### src/rtl/cordic_pkg.sv
// Shared constants for the CORDIC rotator.
// Assumes angles in binary-turn units: 2^w units make one full revolution.
package cordic_pkg;

    // atan(2^-idx) expressed in 32-bit binary-turn units (2^32 = one turn)
    function automatic longint atan_turn32(input int idx);
        case (idx)
            0:  return longint'(536870912);
            1:  return longint'(316933406);
            2:  return longint'(167458907);
            3:  return longint'(85004756);
            4:  return longint'(42667331);
            5:  return longint'(21354465);
            6:  return longint'(10679838);
            7:  return longint'(5340245);
            8:  return longint'(2670163);
            9:  return longint'(1335087);
            10: return longint'(667544);
            11: return longint'(333772);
            12: return longint'(166886);
            13: return longint'(83443);
            14: return longint'(41722);
            15: return longint'(20861);
            16: return longint'(10430);
            default: return longint'(10430) >>> (idx - 16);
        endcase
    endfunction

    // Same constant rescaled to an angle word of width aw
    function automatic longint atan_const(input int idx, input int aw);
        longint r;
        r = atan_turn32(idx);
        if (aw <= 32) return r >>> (32 - aw);
        return r <<< (aw - 32);
    endfunction

    // Starting x: full scale times the reciprocal chain gain (0.6072529 in Q30)
    function automatic longint gain_seed(input int ow, input int guard);
        longint fs;
        fs = ((longint'(1) <<< (ow - 1)) - 1) <<< guard;
        return (fs * longint'(652032875) + (longint'(1) <<< 29)) >>> 30;
    endfunction

endpackage

### src/rtl/cordic_stage.sv
// One micro-rotation of the x/y vector by +/- atan(2^-SHIFT).
// Assumes the direction is decided upstream from the residual angle; the shift
// is a constant so the datapath is a single add/subtract per component.
module cordic_stage #(
    parameter int IW    = 19,
    parameter int SHIFT = 0
) (
    input  logic                 clk,
    input  logic                 rst_n,
    input  logic                 v_i,
    input  logic                 dir_i,
    input  logic signed [IW-1:0] x_i,
    input  logic signed [IW-1:0] y_i,
    output logic                 v_o,
    output logic signed [IW-1:0] x_o,
    output logic signed [IW-1:0] y_o
);

    logic signed [IW-1:0] x_sh, y_sh, x_nx, y_nx;

    // Cross-coupled add/subtract with hardwired arithmetic shifts
    always_comb begin
        x_sh = x_i >>> SHIFT;
        y_sh = y_i >>> SHIFT;
        if (dir_i) begin
            x_nx = x_i - y_sh;
            y_nx = y_i + x_sh;
        end else begin
            x_nx = x_i + y_sh;
            y_nx = y_i - x_sh;
        end
    end

    // Stage register for vector and valid flag
    always_ff @(posedge clk) begin
        if (!rst_n) begin
            v_o <= 1'b0;
            x_o <= '0;
            y_o <= '0;
        end else begin
            v_o <= v_i;
            x_o <= x_nx;
            y_o <= y_nx;
        end
    end

endmodule

### src/rtl/cordic_angle_step.sv
// Residual-angle update for one stage: removes the angle that stage IDX turned.
// Assumes it is only built for stages whose residual a later stage consumes.
module cordic_angle_step
    import cordic_pkg::*;
#(
    parameter int AW  = 32,
    parameter int IDX = 0
) (
    input  logic                 clk,
    input  logic                 rst_n,
    input  logic                 dir_i,
    input  logic signed [AW-1:0] z_i,
    output logic signed [AW-1:0] z_o
);

    localparam logic signed [AW-1:0] STEP = AW'(atan_const(IDX, AW));

    // Subtract or add this stage's arctangent constant
    always_ff @(posedge clk) begin
        if (!rst_n) z_o <= '0;
        else        z_o <= dir_i ? (z_i - STEP) : (z_i + STEP);
    end

endmodule

### src/rtl/cordic_out.sv
// Output register: rounds away the guard bits and clamps to the symmetric range.
// Assumes IW has one headroom bit above OW+GUARD so the rounding add cannot wrap.
module cordic_out #(
    parameter int IW    = 19,
    parameter int OW    = 16,
    parameter int GUARD = 2
) (
    input  logic                 clk,
    input  logic                 rst_n,
    input  logic                 v_i,
    input  logic signed [IW-1:0] x_i,
    input  logic signed [IW-1:0] y_i,
    output logic                 v_o,
    output logic [OW-1:0]        c_o,
    output logic [OW-1:0]        s_o
);

    localparam int HALF = (GUARD > 0) ? (1 << ((GUARD > 0) ? GUARD - 1 : 0)) : 0;
    localparam logic signed [IW-1:0] HALF_V = IW'(HALF);
    localparam logic signed [IW-1:0] HI     = IW'((1 << (OW - 1)) - 1);
    localparam logic signed [IW-1:0] LO     = -HI;

    // Round to nearest, then clamp into +/-(2^(OW-1)-1)
    function automatic logic [OW-1:0] shape(input logic signed [IW-1:0] a);
        logic signed [IW-1:0] r;
        r = (a + HALF_V) >>> GUARD;
        if (r > HI)      return OW'(HI);
        else if (r < LO) return OW'(LO);
        return OW'(r);
    endfunction

    logic [OW-1:0] c_nx, s_nx;

    // Shape both components
    always_comb begin
        c_nx = shape(x_i);
        s_nx = shape(y_i);
    end

    // Final result register
    always_ff @(posedge clk) begin
        if (!rst_n) begin
            v_o <= 1'b0;
            c_o <= '0;
            s_o <= '0;
        end else begin
            v_o <= v_i;
            c_o <= c_nx;
            s_o <= s_nx;
        end
    end

endmodule

### src/rtl/cordic_rotator.sv
// Fully pipelined rotation-mode CORDIC: one angle per clock in, cos/sin out
// STAGES+1 cycles later. Assumes the caller keeps |angle| below a quarter turn.
module cordic_rotator
    import cordic_pkg::*;
#(
    parameter int ANGLE_W = 32,
    parameter int OUT_W   = 16,
    parameter int STAGES  = 16,
    parameter int GUARD   = 2
) (
    input  logic               clk,
    input  logic               rst_n,
    input  logic               in_valid,
    input  logic [ANGLE_W-1:0] in_angle,
    output logic               out_valid,
    output logic [OUT_W-1:0]   out_cos,
    output logic [OUT_W-1:0]   out_sin
);

    localparam int IW = OUT_W + GUARD + 1;
    localparam logic signed [IW-1:0] X_INIT = IW'(gain_seed(OUT_W, GUARD));

    logic signed [IW-1:0]      xs [0:STAGES];
    logic signed [IW-1:0]      ys [0:STAGES];
    logic                      vs [0:STAGES];
    logic signed [ANGLE_W-1:0] zs [0:STAGES-1];
    logic [STAGES-1:0]         dirs;

    // Gain-compensated starting vector on the x axis
    assign xs[0] = X_INIT;
    assign ys[0] = '0;
    assign vs[0] = in_valid;
    assign zs[0] = $signed(in_angle);

    for (genvar i = 0; i < STAGES; i++) begin : g_pipe
        // Rotate forward only while the residual is strictly positive
        assign dirs[i] = !zs[i][ANGLE_W-1] && (zs[i] != '0);

        cordic_stage #(.IW(IW), .SHIFT(i)) u_rot (
            .clk   (clk),
            .rst_n (rst_n),
            .v_i   (vs[i]),
            .dir_i (dirs[i]),
            .x_i   (xs[i]),
            .y_i   (ys[i]),
            .v_o   (vs[i+1]),
            .x_o   (xs[i+1]),
            .y_o   (ys[i+1])
        );

        if (i < STAGES - 1) begin : g_ang
            cordic_angle_step #(.AW(ANGLE_W), .IDX(i)) u_ang (
                .clk   (clk),
                .rst_n (rst_n),
                .dir_i (dirs[i]),
                .z_i   (zs[i]),
                .z_o   (zs[i+1])
            );
        end
    end

    cordic_out #(.IW(IW), .OW(OUT_W), .GUARD(GUARD)) u_out (
        .clk   (clk),
        .rst_n (rst_n),
        .v_i   (vs[STAGES]),
        .x_i   (xs[STAGES]),
        .y_i   (ys[STAGES]),
        .v_o   (out_valid),
        .c_o   (out_cos),
        .s_o   (out_sin)
    );

endmodule

### config.mk
export PLATFORM = sky130hd
export DESIGN_NAME = cordic_rotator
export DESIGN_NICKNAME = d
export VERILOG_FILES = /design/src/rtl/cordic_pkg.sv /design/src/rtl/cordic_stage.sv /design/src/rtl/cordic_angle_step.sv /design/src/rtl/cordic_out.sv /design/src/rtl/cordic_rotator.sv
export SDC_FILE = /design/constraint.sdc
export NUM_CORES = 2
export LEC_CHECK = 0
export ABC_CLOCK_PERIOD_IN_PS = 4700
export BUFFER_PORTS_ARGS = -buffer_cell sky130_fd_sc_hd__clkbuf_2
export CAP_MARGIN = 5
export CORE_MARGIN = 2
export CORE_UTILIZATION = 40
export CTS_CLUSTER_DIAMETER = 120
export DETAILED_ROUTE_END_ITERATION = 16
export GPL_TIMING_DRIVEN = 0
export REMOVE_ABC_BUFFERS = 1
export SYNTH_ARGS = -nofsm -noshare
export SYNTH_HDL_FRONTEND = slang
export SYNTH_SLANG_ARGS = --single-unit
export TNS_END_PERCENT = 20
### constraint.sdc
create_clock -name clk -period 4.7 [get_ports clk]
set_clock_uncertainty 0.2 [all_clocks]
set_input_delay 0.47 -clock clk [delete_from_list [all_inputs] [get_ports clk]]
set_output_delay 0.47 -clock clk [all_outputs]
set_load 0.02 [all_outputs]
==> metrics <==
outcome complete, but fails checks; violated checks negative setup slack; Tot GR Track Use 0.197; total clock buffers created by CTS around 140; global-route wire length before repair approximately 330,000 um; Async SR Flop Fraction 0; Crit Path Category register to register; reg-to-reg critical path endpoint g_pipe[5].g_ang.u_ang.z_o[30]$_SDFF_PN0_; Final Non-Filler Cells ~12,000; Slowest cell on crit path fa_1; R2R setup slack -0.009 ns; CTS max path bufs 3; worst rel slew slack 0.382; drc violations 0; GP Congestion 0.879; Yosys reg bits ~1,100; unrepaired setup endpoints after global routing true; clk root buf clkbuf_16; clock sink total between 1,000 and 1,500; CTS tree yes; Final period util 1.00; delay of the slowest critical-path stage ~0.41 ns; vias in the first global route roughly 66,000; worst skew pair latency approximately 0.80 ns; wire length per cell 16.3 um; die span in x 448 um; Critical Path RT around 5.2 ns; area of the multi-input gates 55,700 um^2; endpoints failing hold 0; post-synth cell types slightly above 90; cell family with most CP delay compound AO/OA/AOI/OAI gates; placed cells roughly 12,000; Achievable Freq 212 MHz; Ports just under 70; chip height 448 um; drt first pass iters 5; final WL ~200,000 um; Rows roughly 160; Ant. Diodes 0; Slew Viols, Final 0; synthesized cell area about 79,000 um^2; number of synthesized flops with an enable pin 0; Worst Hold Class primary input to register; fillers between 15,000 and 20,000; predominant post-synthesis flop cell dfxtp_1; end of the worst hold path g_pipe[8].u_rot.x_o[9]$_SDFF_PN0_; CP Cell Sequence nor4_2 > nand4_1 > buf_4 > nor2_4 > or2_4 > clkinvlp_4 > buf_4 > fa_1 > a21o_1 > a211o_1 > a221o_1 > o31a_1 > a311o_1 > nand4_1 > nand3b_1 > a31oi_1 > mux2i_1; Yosys warning count 0; CP Launch Type register; R2R depth 17; Syn-to-layout area delta 13.0%; H-tree levels 4; WP buf/inv 3; core area slightly below 200,000 um^2; Starting Density 0.403; sequential share of the synthesized area 0.280; Syn Area/Cell between 8 and 9 um^2; maxcap violations 0; HPWL Detailed around 150,000 um; Tightest Pin Transition approximately 0.93 ns; remaining global-route overflow 0; layout cells sized above 1 0.0707; initial antenna violation count 0; largest net degree at the start of global routing between 150 and 200; maximum fanout along the worst path 6; Worst Slack Setup Final -0.00853 ns; Worst Path Arrival approximately 5.2 ns; Period minus WS final 4.71 ns; Worst-path clk slew approximately 0.060 ns; # setup viols final 1; DR vias 67,953; I/O Buffers 67; die area 200,000 um^2; hold path startpoint rst_n; synthesized instance count 9,608; routed vias/inst between 5 and 6; storage element area 22,000 um^2; Iter 0 DRT Violations 3,801; critical path endpoint category register; Post-DRT Antenna Nets 0; Final #Nets roughly 11,000; Hold Path Cell Cnt 3; Worst R2R Start g_pipe[4].g_ang.u_ang.z_o[0]$_SDFF_PN0_
Yosys cell counts, drive strengths merged, types with 201 or more instances:
library cell / count / share of area
nor2: 1279 / 0.061
dfxtp: 1100 / 0.28
ha: 996 / 0.16
a21oi: 801 / 0.051
nand2: 623 / 0.030
xnor2: 536 / 0.060
o21ai: 461 / 0.029
xor2: 430 / 0.048
a21o: 346 / 0.033
inv: 329 / 0.016
nor3: 257 / 0.016
clkbuf: 201 / 0.0096
per-layer routing:
metal,wire length (um),GRT usage,vias to the layer above
li1,-,-,34876
met1,87900,0.232,31657
met2,103000,0.369,1108
met3,7020,0.0252,312
met4,5620,0.0582,0
met5,0,0,-
cells in the final DEF, fill, tap and decap left out, types with 68 or more instances in the layout:
master / count
o31ai_1: 108
nand2b_1: 149
or3_1: 68
xnor2_1: 533
inv_1: 315
a21o_1: 346
nor2b_1: 104
nor3_1: 252
a31oi_1: 102
nand4_1: 73
a211oi_1: 127
and2_1: 178
o21bai_1: 91
clkbuf_16: 138
a21oi_1: 786
o21a_1: 147
dfxtp_1: 1098
nor2_1: 1262
ha_1: 992
nand3_1: 150
and3_1: 92
nand2_1: 622
nor4_1: 151
xor2_1: 430
buf_4: 75
o21ai_0: 429
tightest hold or removal path: cells and delay by family:
family                 cells  cell delay [ns]
buffers and inverters      1             0.28
AND/OR/NAND/NOR            2             0.22
worst max path at each step:
stage                                       startpoint                                        to  slack [ns]  cells after the start
3_5_place_dp   g_pipe[5].g_ang.u_ang.z_o[1]$_SDFF_PN0_        g_pipe[6].u_rot.x_o[15]$_SDFF_PN0_       -1.83                     16
2_1_floorplan                                    rst_n  g_pipe[9].g_ang.u_ang.z_o[31]$_SDFF_PN0_       -3.46                      3
5_1_grt        g_pipe[4].g_ang.u_ang.z_o[0]$_SDFF_PN0_  g_pipe[5].g_ang.u_ang.z_o[30]$_SDFF_PN0_       -0.17                     17
6_report       g_pipe[4].g_ang.u_ang.z_o[0]$_SDFF_PN0_  g_pipe[5].g_ang.u_ang.z_o[30]$_SDFF_PN0_      -0.009                     17
4_1_cts        g_pipe[0].g_ang.u_ang.z_o[1]$_SDFF_PN0_  g_pipe[1].g_ang.u_ang.z_o[29]$_SDFF_PN0_       -0.24                     15
3_3_place_gp                                     rst_n  g_pipe[9].g_ang.u_ang.z_o[31]$_SDFF_PN0_      -24.85                      4
area by class of cell:
cell class,instances,area share
clock buffers,176,0.0434
clock inverters,75,0.0126
inverters,330,0.0146
multi-input cells,7974,0.626
flip-flops and latches,1100,0.247
well taps,2624,0.0369
repair buffers,189,0.0178
repair inverters,10,0.000759
cells by family after synthesis:
group	after synthesis	synth area share
flip-flops	1100	0.280
multiplexers	72	0.00931
AO/OA/AOI/OAI	2589	0.211
AND/OR/NAND/NOR	3291	0.197
XOR/XNOR	966	0.107
buffers and inverters	549	0.0262
adder cells (fa/ha/maj)	1041	0.170
metrics by stage:
stage,TNS (ns),hold WS [ns],util,cell area (um^2),worst slack (ns)
2_1_floorplan,-2488.08,0.212,-,77900,-3.46
3_3_place_gp,-,0.213,0.418,81500,-24.85
3_5_place_dp,-400.67,0.217,0.420,81900,-1.83
4_1_cts,-1.26,0.0947,0.452,88300,-0.244
5_1_grt,-0.767,0.150,0.456,89000,-0.171
6_report,-0.00853,0.147,0.456,89000,-0.00853
sequential cells by signal (all words and copies together) (netlist names):
signal / count
g_pipe.g_ang.u_ang.z_o: 480
g_pipe.u_rot.y_o: 286
g_pipe.u_rot.x_o: 285
g_pipe.u_rot.v_o: 16
u_out.c_o: 16
u_out.s_o: 16
u_out.v_o: 1
what timing repair did:
item / 4_1_cts / 5_1_grt
resized for setup: 120 / 119
buffers inserted: 57 / 18
endpoints found under the setup margin: 631 / 183
endpoints found under the hold margin: 35 / 0
cloned: 23 / 2
pin swaps: 30 / 42
hold buffers: 33 / 0
Power is not shown: default switching activity piles up to over one toggle a cycle in this logic, so the estimate is an artifact.
